## config.mk

```make
export PLATFORM = sky130hd
export DESIGN_NAME = fpm_dram_ctrl
export DESIGN_NICKNAME = d
export VERILOG_FILES = /design/src/rtl/fpm_pkg.sv /design/src/rtl/fpm_dly_cnt.sv /design/src/rtl/fpm_page_track.sv /design/src/rtl/fpm_dram_ctrl.sv
export SDC_FILE = /design/constraint.sdc
export NUM_CORES = 1
export LEC_CHECK = 0
export BUFFER_PORTS_ARGS = -buffer_cell sky130_fd_sc_hd__buf_2
export CAP_MARGIN = 30
export CORE_ASPECT_RATIO = 2
export CORE_MARGIN = 2
export CORE_UTILIZATION = 50
export DETAILED_ROUTE_END_ITERATION = 7
export GPL_TIMING_DRIVEN = 0
export PLACE_DENSITY = 0.79
export SLEW_MARGIN = 5
export SYNTH_ARGS = -nofsm -noshare
export SYNTH_HDL_FRONTEND = slang
export SYNTH_SLANG_ARGS = --single-unit
```

## constraint.sdc

```tcl
create_clock -name clk -period 3.09 [get_ports clk]
set_clock_uncertainty 0.2 [all_clocks]
set_input_delay 0 -clock clk [delete_from_list [all_inputs] [get_ports clk]]
set_output_delay 0 -clock clk [all_outputs]
set_load 0.01 [all_outputs]
```

## src/rtl/fpm_pkg.sv

```systemverilog
`timescale 1ns/1ps
package fpm_pkg;
    typedef enum logic [3:0] {
        ST_IDLE, ST_ROW, ST_CSET, ST_COL, ST_CPRE,
        ST_OPEN, ST_PRECH, ST_RFCAS, ST_RFRAS
    } fpm_state_e;

    function automatic int cyc_of(input int ns, input int clk_ns);
        return (ns + clk_ns - 1) / clk_ns;
    endfunction

    function automatic int imax(input int a, input int b);
        return (a > b) ? a : b;
    endfunction
endpackage

```

## src/rtl/fpm_dly_cnt.sv

```systemverilog
`timescale 1ns/1ps
module fpm_dly_cnt #(
    parameter int W = 4
) (
    input  logic         clk,
    input  logic         rst_n,
    input  logic         load,
    input  logic [W-1:0] load_val,
    output logic         done
);
    logic [W-1:0] cnt;

    always_ff @(posedge clk or negedge rst_n) begin
        if (!rst_n)          cnt <= '0;
        else if (load)       cnt <= load_val;
        else if (cnt != '0)  cnt <= cnt - 1'b1;
    end

    assign done = (cnt == '0);

    // a loaded window of more than one cycle cannot end at once
    a_r7_window_holds: assert property (@(posedge clk) disable iff (!rst_n)
        load && (load_val != '0) |=> !done);
endmodule

```

## src/rtl/fpm_page_track.sv

```systemverilog
`timescale 1ns/1ps
module fpm_page_track #(
    parameter int ROW_W = 9,
    parameter int LIMIT = 100
) (
    input  logic             clk,
    input  logic             rst_n,
    input  logic             open_i,
    input  logic [ROW_W-1:0] row_i,
    input  logic             close_i,
    output logic [ROW_W-1:0] row_o,
    output logic             old_o
);
    localparam int AGE_W = $clog2(LIMIT + 1);

    logic             valid;
    logic [AGE_W-1:0] age;

    always_ff @(posedge clk or negedge rst_n) begin
        if (!rst_n) begin
            valid <= 1'b0;
            age   <= '0;
            row_o <= '0;
        end else if (open_i) begin
            valid <= 1'b1;
            age   <= '0;
            row_o <= row_i;
        end else if (close_i) begin
            valid <= 1'b0;
        end else if (valid && age != '1) begin
            age <= age + 1'b1;
        end
    end

    assign old_o = valid && (age >= AGE_W'(LIMIT));

    // an age flag never appears for a page that was just opened
    a_r8_fresh_page: assert property (@(posedge clk) disable iff (!rst_n)
        open_i |=> !old_o);
endmodule

```

## src/rtl/fpm_dram_ctrl.sv

```systemverilog
`timescale 1ns/1ps
module fpm_dram_ctrl
    import fpm_pkg::*;
#(
    parameter int CLK_NS   = 4,
    parameter int ROW_W    = 9,
    parameter int DATA_W   = 8,
    parameter int TRP_NS   = 30,
    parameter int TRCD_NS  = 15,
    parameter int TCAC_NS  = 10,
    parameter int TAA_NS   = 20,
    parameter int TRAC_NS  = 40,
    parameter int TCP_NS   = 10,
    parameter int TCSR_NS  = 10,
    parameter int TRAS_NS  = 40,
    parameter int TRASP_NS = 100000
) (
    input  logic                  clk,
    input  logic                  rst_n,
    input  logic                  req_valid,
    output logic                  req_ready,
    input  logic                  req_write,
    input  logic [2*ROW_W-1:0]    req_addr,
    input  logic [DATA_W-1:0]     req_wdata,
    output logic                  rd_valid,
    output logic [DATA_W-1:0]     rd_data,
    input  logic                  ref_req,
    output logic                  ref_ack,
    output logic [ROW_W-1:0]      dram_a,
    output logic                  ras_n,
    output logic                  cas_n,
    output logic                  we_n,
    output logic                  oe_n,
    output logic [DATA_W-1:0]     dq_out,
    output logic                  dq_oe,
    input  logic [DATA_W-1:0]     dq_in
);
    localparam int ADDR_W   = 2 * ROW_W;
    localparam int TRP_C    = cyc_of(TRP_NS, CLK_NS);
    localparam int TRCD_C   = cyc_of(TRCD_NS, CLK_NS);
    localparam int TCAC_C   = cyc_of(TCAC_NS, CLK_NS);
    localparam int TAA_C    = cyc_of(TAA_NS, CLK_NS);
    localparam int TRAC_C   = cyc_of(TRAC_NS, CLK_NS);
    localparam int TCP_C    = cyc_of(TCP_NS, CLK_NS);
    localparam int TCSR_C   = cyc_of(TCSR_NS, CLK_NS);
    localparam int TRAS_C   = cyc_of(TRAS_NS, CLK_NS);
    localparam int COL_LEN  = imax(TCAC_C, TAA_C - 1);
    localparam int ROW_LEN  = imax(TRCD_C, TRAC_C - 1 - COL_LEN);
    localparam int PAGE_CYC = TRASP_NS / CLK_NS;
    localparam int GUARD    = COL_LEN + TCP_C + 3;
    localparam int DLY_MAX  = imax(imax(ROW_LEN, COL_LEN), imax(imax(TRP_C, TCP_C), imax(TCSR_C, TRAS_C)));
    localparam int DLY_W    = $clog2(DLY_MAX + 1);
    localparam int AGE_W    = $clog2(PAGE_CYC + 1);

    fpm_state_e          state, nxt;
    logic                dly_done, dly_load;
    logic [DLY_W-1:0]    dly_val;
    logic [ROW_W-1:0]    open_row;
    logic                page_old, accept, same_row;
    logic                cur_wr, acc_wr;
    logic [ROW_W-1:0]    cur_col, acc_col;
    logic [DATA_W-1:0]   cur_wd, acc_wd;

    fpm_dly_cnt #(.W(DLY_W)) u_dly (
        .clk(clk), .rst_n(rst_n), .load(dly_load), .load_val(dly_val), .done(dly_done)
    );

    fpm_page_track #(.ROW_W(ROW_W), .LIMIT(PAGE_CYC - GUARD)) u_page (
        .clk(clk), .rst_n(rst_n),
        .open_i(state == ST_IDLE && nxt == ST_ROW),
        .row_i(req_addr[ADDR_W-1:ROW_W]),
        .close_i(nxt == ST_PRECH && state != ST_PRECH),
        .row_o(open_row), .old_o(page_old)
    );

    assign same_row  = (req_addr[ADDR_W-1:ROW_W] == open_row);
    assign req_ready = !ref_req && ((state == ST_IDLE) ||
                       (state == ST_OPEN && !page_old && same_row));
    assign accept    = req_valid && req_ready;
    assign acc_wr    = accept ? req_write : cur_wr;
    assign acc_col   = accept ? req_addr[ROW_W-1:0] : cur_col;
    assign acc_wd    = accept ? req_wdata : cur_wd;

    // state register
    always_ff @(posedge clk or negedge rst_n) begin
        if (!rst_n) state <= ST_IDLE;
        else        state <= nxt;
    end

    // next state
    always_comb begin
        nxt = state;
        unique case (state)
            ST_IDLE:  if (ref_req) nxt = ST_RFCAS;
                      else if (accept) nxt = ST_ROW;
            ST_ROW:   if (dly_done) nxt = ST_CSET;
            ST_CSET:  nxt = ST_COL;
            ST_COL:   if (dly_done) nxt = ST_CPRE;
            ST_CPRE:  if (dly_done) nxt = ST_OPEN;
            ST_OPEN:  if (ref_req || page_old) nxt = ST_PRECH;
                      else if (accept) nxt = ST_CSET;
                      else if (req_valid) nxt = ST_PRECH;
            ST_PRECH: if (dly_done) nxt = ST_IDLE;
            ST_RFCAS: if (dly_done) nxt = ST_RFRAS;
            ST_RFRAS: if (dly_done) nxt = ST_PRECH;
            default:  nxt = ST_IDLE;
        endcase
    end

    // phase length loaded on each state change
    assign dly_load = (nxt != state);
    always_comb begin
        unique case (nxt)
            ST_ROW:   dly_val = DLY_W'(ROW_LEN - 1);
            ST_COL:   dly_val = DLY_W'(COL_LEN - 1);
            ST_CPRE:  dly_val = DLY_W'(TCP_C - 1);
            ST_PRECH: dly_val = DLY_W'(TRP_C - 1);
            ST_RFCAS: dly_val = DLY_W'(TCSR_C - 1);
            ST_RFRAS: dly_val = DLY_W'(TRAS_C - 1);
            default:  dly_val = '0;
        endcase
    end

    always_ff @(posedge clk or negedge rst_n) begin
        if (!rst_n) begin
            cur_wr  <= 1'b0;
            cur_col <= '0;
            cur_wd  <= '0;
        end else if (accept) begin
            cur_wr  <= req_write;
            cur_col <= req_addr[ROW_W-1:0];
            cur_wd  <= req_wdata;
        end
    end

    // outputs, registered from the next state
    always_ff @(posedge clk or negedge rst_n) begin
        if (!rst_n) begin
            ras_n    <= 1'b1;
            cas_n    <= 1'b1;
            we_n     <= 1'b1;
            oe_n     <= 1'b1;
            dq_oe    <= 1'b0;
            dq_out   <= '0;
            dram_a   <= '0;
            ref_ack  <= 1'b0;
            rd_valid <= 1'b0;
            rd_data  <= '0;
        end else begin
            ras_n    <= !(nxt inside {ST_ROW, ST_CSET, ST_COL, ST_CPRE, ST_OPEN, ST_RFRAS});
            cas_n    <= !(nxt inside {ST_COL, ST_RFCAS, ST_RFRAS});
            we_n     <= !((nxt inside {ST_CSET, ST_COL}) && acc_wr);
            oe_n     <= !(nxt == ST_COL && !acc_wr);
            dq_oe    <= (nxt inside {ST_CSET, ST_COL}) && acc_wr;
            dq_out   <= acc_wd;
            ref_ack  <= (state == ST_RFRAS) && dly_done;
            rd_valid <= (state == ST_COL) && dly_done && !cur_wr;
            if (nxt == ST_ROW)       dram_a <= req_addr[ADDR_W-1:ROW_W];
            else if (nxt == ST_CSET) dram_a <= acc_col;
            if ((state == ST_COL) && dly_done && !cur_wr) rd_data <= dq_in;
        end
    end

    // ---- assertion support: strobe run lengths ----
    logic [DLY_W-1:0] ras_hi_cnt, cas_lo_cnt;
    logic [AGE_W-1:0] ras_lo_cnt;
    always_ff @(posedge clk or negedge rst_n) begin
        if (!rst_n) begin
            ras_hi_cnt <= DLY_W'(TRP_C);
            cas_lo_cnt <= '0;
            ras_lo_cnt <= '0;
        end else begin
            ras_hi_cnt <= ras_n ? ((ras_hi_cnt == DLY_W'(TRP_C)) ? ras_hi_cnt : ras_hi_cnt + 1'b1) : '0;
            cas_lo_cnt <= !cas_n ? ((cas_lo_cnt == '1) ? cas_lo_cnt : cas_lo_cnt + 1'b1) : '0;
            ras_lo_cnt <= !ras_n ? ((ras_lo_cnt == '1) ? ras_lo_cnt : ras_lo_cnt + 1'b1) : '0;
        end
    end

    a_r10_precharge: assert property (@(posedge clk) disable iff (!rst_n)
        $fell(ras_n) |-> ras_hi_cnt >= DLY_W'(TRP_C));
    a_r7_cas_width: assert property (@(posedge clk) disable iff (!rst_n)
        $rose(cas_n) && !ras_n |-> cas_lo_cnt >= DLY_W'(COL_LEN));
    a_r8_page_bound: assert property (@(posedge clk) disable iff (!rst_n)
        !ras_n |-> ras_lo_cnt < AGE_W'(PAGE_CYC));
    a_r2_col_stable: assert property (@(posedge clk) disable iff (!rst_n)
        $fell(cas_n) && !ras_n |-> $stable(dram_a));
    a_r4_drive_write: assert property (@(posedge clk) disable iff (!rst_n)
        dq_oe |-> !we_n && oe_n);
    a_r11_ready_gap: assert property (@(posedge clk) disable iff (!rst_n)
        req_ready |-> cas_n);
    a_r3_rd_strobe: assert property (@(posedge clk) disable iff (!rst_n)
        rd_valid |-> $rose(cas_n) && !ras_n);
    a_r9_ack_close: assert property (@(posedge clk) disable iff (!rst_n)
        ref_ack |-> ras_n && cas_n && $past(!cas_n));
endmodule

```

# Word-level counts from Yosys, hierarchy flattened
# Cells that the tools add are included.
[totals] regBits=75 input_bits=39 out_inout_bits=33 word_cells=100
[classes] n_addsub=2 order_cmp=1 n_eq_ne=21 muxes=24 n_reduce_logical=35
[op_table] operator="two-way mux 4 bit" count=13
[op_table] operator="two-way mux 15 bit" count=3
[op_table] operator="one-hot mux 4 bit (9 select lines)" count=1
[op_table] operator="equality test 4 x 3 -> 1 bit (second input constant)" count=8
[op_table] operator="two-way mux 9 bit" count=3
[op_table] operator="one-hot mux 4 bit (5 select lines)" count=1
[op_table] operator="equality test 4 x 2 -> 1 bit (second input constant)" count=4
[op_table] operator="adder 15 x 1 -> 15 bit (second input constant)" count=1
[op_table] operator=">= comparator 15 bit (second input constant)" count=1
[op_table] operator="inequality test 15 bit (second input constant)" count=1
[op_table] operator="logical AND 1 bit" count=13
[op_table] operator="nonzero test 2 bit" count=5
[op_table] operator="equality test 9 bit" count=1
[op_table] operator="equality test 4 x 1 -> 1 bit (second input constant)" count=2
[op_table] operator="equality test 4 bit (second input constant)" count=2
[op_table] operator="zero test 1 bit" count=8
[op_table] operator="zero test 4 bit" count=2
[op_table] operator="nonzero test 6 bit" count=1
[op_table] operator="inequality test 4 x 3 -> 1 bit (second input constant)" count=1
[op_table] operator="inequality test 4 bit" count=1
[op_table] operator="nonzero test 4 bit" count=1
[op_table] operator="subtractor 4 x 1 -> 4 bit (second input constant)" count=1
[op_table] operator="two-way mux 1 bit" count=3
[op_table] operator="nonzero test 3 bit" count=1
[op_table] operator="other kinds (4)" count=5

# Longest topological paths before layout
[logic_depth] word_depth=15 mapped_depth=12 ltp_nobuf=10

# Modules after synthesis
# From an unflattened synthesis, not the netlist that was laid out.
[unflattened] hier_cells=366 hier_area_um2=3930.0
[by_module_without_submodules] module="fpm_dram_ctrl" instances=1 cells_each=222 area_per_inst_um2=2416.1 seq_area_each_um2=1156.1
[by_module_without_submodules] module="fpm_page_track" instances=1 cells_each=122 area_per_inst_um2=1280.0 seq_area_each_um2=625.6
[by_module_without_submodules] module="fpm_dly_cnt" instances=1 cells_each=22 area_per_inst_um2=234.0 seq_area_each_um2=100.1

# Least setup slack after synthesis
# No wires, ideal clock.
[synth_path] path_type="register -> register" start="register u_dly.cnt[0]" end="register u_dly.cnt[3]" setup_ps=128 t_arrival_ps=2625 required_ps=2762 slack_ps=137 path_stages_with_launch=12 n_path_buf=1 synth_period_minus_slack_ps=2953 cell_sequence="dfrtp_1 > inv_1 > ha_1 > or3b_1 > buf_2 > and3_1 > nor3_1 > o21a_2 > inv_2 > a211o_1 > a22oi_4 > mux2_1"
[synth_via] elab_chain_cells=7 elab_cells_between_ends=22 classes_between="1 x add/sub; 7 x eq/ne; 10 x mux; 4 x reduce/logical"
[synth_lines] item="start: declaration" line_no="fpm_dly_cnt.sv:11" source="logic [W-1:0] cnt;"
[synth_lines] item="start signal: assignment" line_no="fpm_dly_cnt.sv:15" source="else if (load) cnt <= load_val;"
[synth_lines] item="start signal: assignment" line_no="fpm_dly_cnt.sv:16" source="else if (cnt != '0) cnt <= cnt - 1'b1;"
[synth_lines] item="zero test 4 bit *" line_no="fpm_dly_cnt.sv:19" source="assign done = (cnt == '0);"
[synth_lines] item="two-way mux 4 bit (tied with other cells)" line_no="fpm_dram_ctrl.sv:105" source="ST_RFRAS: if (dly_done) nxt = ST_PRECH;"
[synth_lines] item="one-hot mux 4 bit (9 select lines) *" line_no="fpm_dram_ctrl.sv:93" source="unique case (state)"
[synth_lines] item="named net nxt[1]" line_no="fpm_dram_ctrl.sv:55" source="fpm_state_e state, nxt;"
[synth_lines] item="equality test 4 x 3 -> 1 bit" line_no="fpm_dram_ctrl.sv:113" source="unique case (nxt)"
[synth_lines] item="OR reduction 2 bit (no source line)"
[synth_lines] item="one-hot mux 4 bit (5 select lines)" line_no="fpm_dram_ctrl.sv:113"
[synth_lines] item="two-way mux 4 bit" line_no="fpm_dly_cnt.sv:15"
# The timed path passes the listed nets; every way through them passes the cells marked *. The select of a mux whose other input is x is not followed.
# A chain may end at the register's enable or synchronous reset.

# Worst setup path after layout
[layout_path] start="register u_dly.cnt[1]" end="register u_dly.cnt[3]"
# Same word-level chain as after synthesis.

==> results <==
- The critical register-to-register path startpoint is u_dly.cnt[1].
- Buffers inserted during clock tree synthesis total 9.
- In this run the tightest slew margin relative to its limit is between 50% and 60%.
- In the final layout, the share of cells above drive strength 1 is 35.1%.
- The flop and latch count out of synthesis is 75.
- The mean area per synthesized cell is between 10 and 15 sq um.
- The post-detailed-routing wire length is 10.1 mm.
- The flow ran to the end, but the final reports show violations.
- The largest delay contributor family on the critical path is simple AND/OR/NAND/NOR gates.
- Subtracting the final worst setup slack from the clock period gives 3160 ps.
- The worst-case IR drop observed on VDD is 0.000417 V.
- The post-synth net total is 402.
- The worst setup path is captured at a register.
- The slew at the pin closest to its max-slew limit is 698 ps.
- The total via count after detailed routing is 3284.
- On the worst path, the slowest cell contributes a delay of 390 ps.
- Including well taps, the total number of placed cells is approximately 530.
- The die boundary width is 66.4 um.
- The number of nets in the layout is 536.
- The clock tree from TritonCTS is built.
- The critical path is of the reg -> reg type.
- The leakage power summed over all cells is 2.46 nW.
- Once routing completed, OpenROAD measured the worst setup slack at -66.1 ps.
- The H-tree depth is 3.
- The placed wire-length estimate is 6.44 mm.
- The clock network fraction of total power is 20.1%.
- For this run, the number of Yosys warnings is 0.
- Counting every instance in the synthesized netlist gives 360.
- The worst hold path belongs to the class in -> async.
- The power density relative to cell area is 1070 mW/mm^2.
- The net switching component of the power is 2.21 mW.
- The pre-antenna-repair detailed-routing pass consisted of 4 iterations.
- The area of the core is 0.00754 sq mm.
- The switching part of the total power is between 30% and 40%.
- The max-capacitance violation count is 0.
- The die covers ~0.0085 sq mm.
- The floorplan has 45 rows.
- The detail-routed via count per cell is around 5.5.
- The root cell of the clock tree is sky130_fd_sc_hd__clkbuf_16.
- The total congestion overflow is 0.
- In the synthesized netlist the async set-or-reset flop fraction comes to 100%.
- The longest clock path from root to sink contains 2 buffers.
- The highest achievable clock rate is about 320 MHz.
- The type of element launching the critical path is a register.
- In this run the vertical extent of the chip is 129 um.
- The initial antenna violation count came to 0.
- Buffers placed on the I/O ports in this run total 71.
- The clock slew at the register clock pins of the worst setup and hold paths is 60 ps.
- Setup violations remaining at the end of the flow were counted as 2.
- Leaving out fill and tap cells, the most frequent cell in the layout is sky130_fd_sc_hd__buf_2.
- The portion of total power attributed to sequential cells is 30.4%.
- The final reports fail on negative setup slack.
- The via count of the first global-routing pass is 3269.
- Excluding fillers, the count of instances in the completed layout stands at slightly below 600.
- The worst path uses 102% of the clock period.
- The congestion estimate from routability-driven global placement came to 0.876.
- STA puts the critical path data arrival time at ~3200 ps.
- The area growth from synthesis to layout is 37.0%.
- The clock network latency to the later pin of the worst-skew pair is 340 ps.
- The combinational share of power is 49.5%.
- The antenna violation net count after detailed routing is 0.
- In this run the critical register-to-register path is captured at u_dly.cnt[3].
- The max-slew violation count is 0.
- Setup repair after global routing could not meet its margin everywhere.
- The average wire per standard cell is 17.0 um.
- Global routing used 23.7% of the available tracks across all layers.
- The number of different library cells used by synthesis comes to 63.
- The pin count of the biggest net entering global routing is 40.
- The internal portion of the total power is 3.49 mW.
- The initial utilization of the core area, before any placement, comes to 51.6%.
- The number of enable flip-flop cells after synthesis is 0.
- In this run, the number of DRC markers left after iteration 0 of detailed routing was 242.
- The library cells used most frequently in the layout, excluding fill and tap cells, are sky130_fd_sc_hd__buf_2 (76), sky130_fd_sc_hd__dfrtp_1 (71), sky130_fd_sc_hd__nand2_1 (55).
- The summed instance area of the synthesized netlist is 0.00389 sq mm.
- After routing, the total negative slack on setup checks comes to -85.0 ps.
- The signal on the critical path passes through inv_1 > ha_4 > or3b_1 > buf_2 > and3_1 > nor3_2 > o21a_2 > inv_2 > a211o_1 > a22oi_4 > mux2_1.
- The diode insertion count for antenna repair is 0.
- Along the worst path, the maximum fanout reaches 8.
- For the worst setup path, the data required time is 3110 ps.
- The depth of the worst register-to-register path is 11.
- In the synthesized netlist the dominant register cell turns out to be sky130_fd_sc_hd__dfrtp_1.
- Together, buffers and inverters on the worst path number 3.
- The hold violation total from the final report is 0.
- The critical path's slowest cell is sky130_fd_sc_hd__dfrtp_1.
- For this run, the register share of the synthesized area comes to 48.4%.
- For this run, design rule violations remaining after detail routing come to 0.
- Pin placement for this block handled just over 70 I/O pins.
- For flop-to-flop paths, the worst setup slack is -70 ps.
- The total power of the final layout is 5.70 mW.
- The first global-routing pass estimated between 15 and 20 mm of wire.
- For this design, the sink count on the clock tree is 75.
flip-flops by register name (all words and copies together) (netlist names), 4 cells and up:
signal        count
cur_col           9
u_page.age       15
state             4
dram_a            9
u_dly.cnt         4
rd_data           8
u_page.row_o      9
dq_out            8
cell usage after synthesis, types with 5 or more instances:
library cell              count  area share [%]
sky130_fd_sc_hd__a21o_1      10             1.9
sky130_fd_sc_hd__a21oi_1      9             1.2
sky130_fd_sc_hd__buf_2        6            0.77
sky130_fd_sc_hd__dfrtp_1     71              46
sky130_fd_sc_hd__inv_1       16             1.5
sky130_fd_sc_hd__mux2_2      24             6.9
sky130_fd_sc_hd__mux2i_1     18             4.6
sky130_fd_sc_hd__nand2_1     55             5.3
sky130_fd_sc_hd__nand3_1     18             2.3
sky130_fd_sc_hd__nor2_1      16             1.5
sky130_fd_sc_hd__nor3_1       5            0.64
sky130_fd_sc_hd__nor4_1       8             1.3
sky130_fd_sc_hd__o21ai_1      9             1.2
sky130_fd_sc_hd__xnor2_1     12             2.7
power by group through the flow:
| stage | registers [mW] | clock network, mW | logic, mW |
|---|---|---|---|
| global route | 1.78 | 1.19 | 3.05 |
| finish | 1.73 | 1.15 | 2.82 |
| CTS | 1.71 | 1.16 | 2.55 |
| floorplan | 1.76 | 0 | 1.72 |
| global placement | 1.70 | 0 | 2.29 |
| detailed placement | 1.72 | 0 | 2.37 |
cell type report:
cell class	instances	area [sq um]
buffer	14	82.6
timing repair buffer	123	876
inverter	17	63.8
clock inverter	4	72.6
sequential	75	1880
multi-input combinational	254	1980
fill	497	2210
clock buffer	12	256
tap	94	118
what timing repair did:
action | in CTS | in global routing
hold endpoints to repair | 122 | 0
buffers inserted | 4 | 8
gates resized for setup | 9 | 12
hold buffers | 37 | 0
gates cloned | 1 | 0
setup endpoints to repair | 26 | 28
pin swaps | 2 | 10
metal layers:
layer	part of all wire [%]	vias to the layer above	track usage (%)
li1	-	1545	-
met1	35	1622	22.5
met2	58	87	44.6
met3	3.0	30	4.81
met4	4.2	0	13.9
met5	0	-	0
worst max-delay path by stage:
stage / from / end / depth (start not counted)
global placement: u_dly.cnt[0] / dram_a[1] / 11
CTS: u_dly.cnt[0] / u_page.age[11] / 10
detailed placement: u_dly.cnt[0] / dram_a[7] / 11
global route: u_dly.cnt[0] / u_dly.cnt[3] / 11
finish: u_dly.cnt[1] / u_dly.cnt[3] / 11
floorplan: u_dly.cnt[0] / u_dly.cnt[3] / 11
stage by stage:
| step | area, sq um | util [%] | hold WS (ps) | setup WS, ps |
|---|---|---|---|---|
| after floorplan | 3890 | - | -496 | 137 |
| after global placement | 4360 | 57.8 | 33.2 | -145 |
| after detailed placement | 4390 | 58.1 | -205 | -185 |
| after CTS | 5180 | 68.7 | 8.76 | -20.0 |
| after global routing | 5330 | 70.6 | 30.8 | -157 |
| final | 5330 | 70.6 | 4.30 | -66.1 |
cell families (layout without fill, tap and decap cells):
group                    after synthesis  in the layout  share of synthesized area [%]
AND/OR/NAND/NOR                      134            134                           18.2
buffers and inverters                 31            170                           3.67
flip-flops                            75             75                           48.4
XOR/XNOR                              12             12                           2.70
multiplexers                          44             44                           12.2
adder cells (fa/ha/maj)                3              3                          0.965
AO/OA/AOI/OAI                         61             61                           13.9
Power figures use the tool's default switching activity.
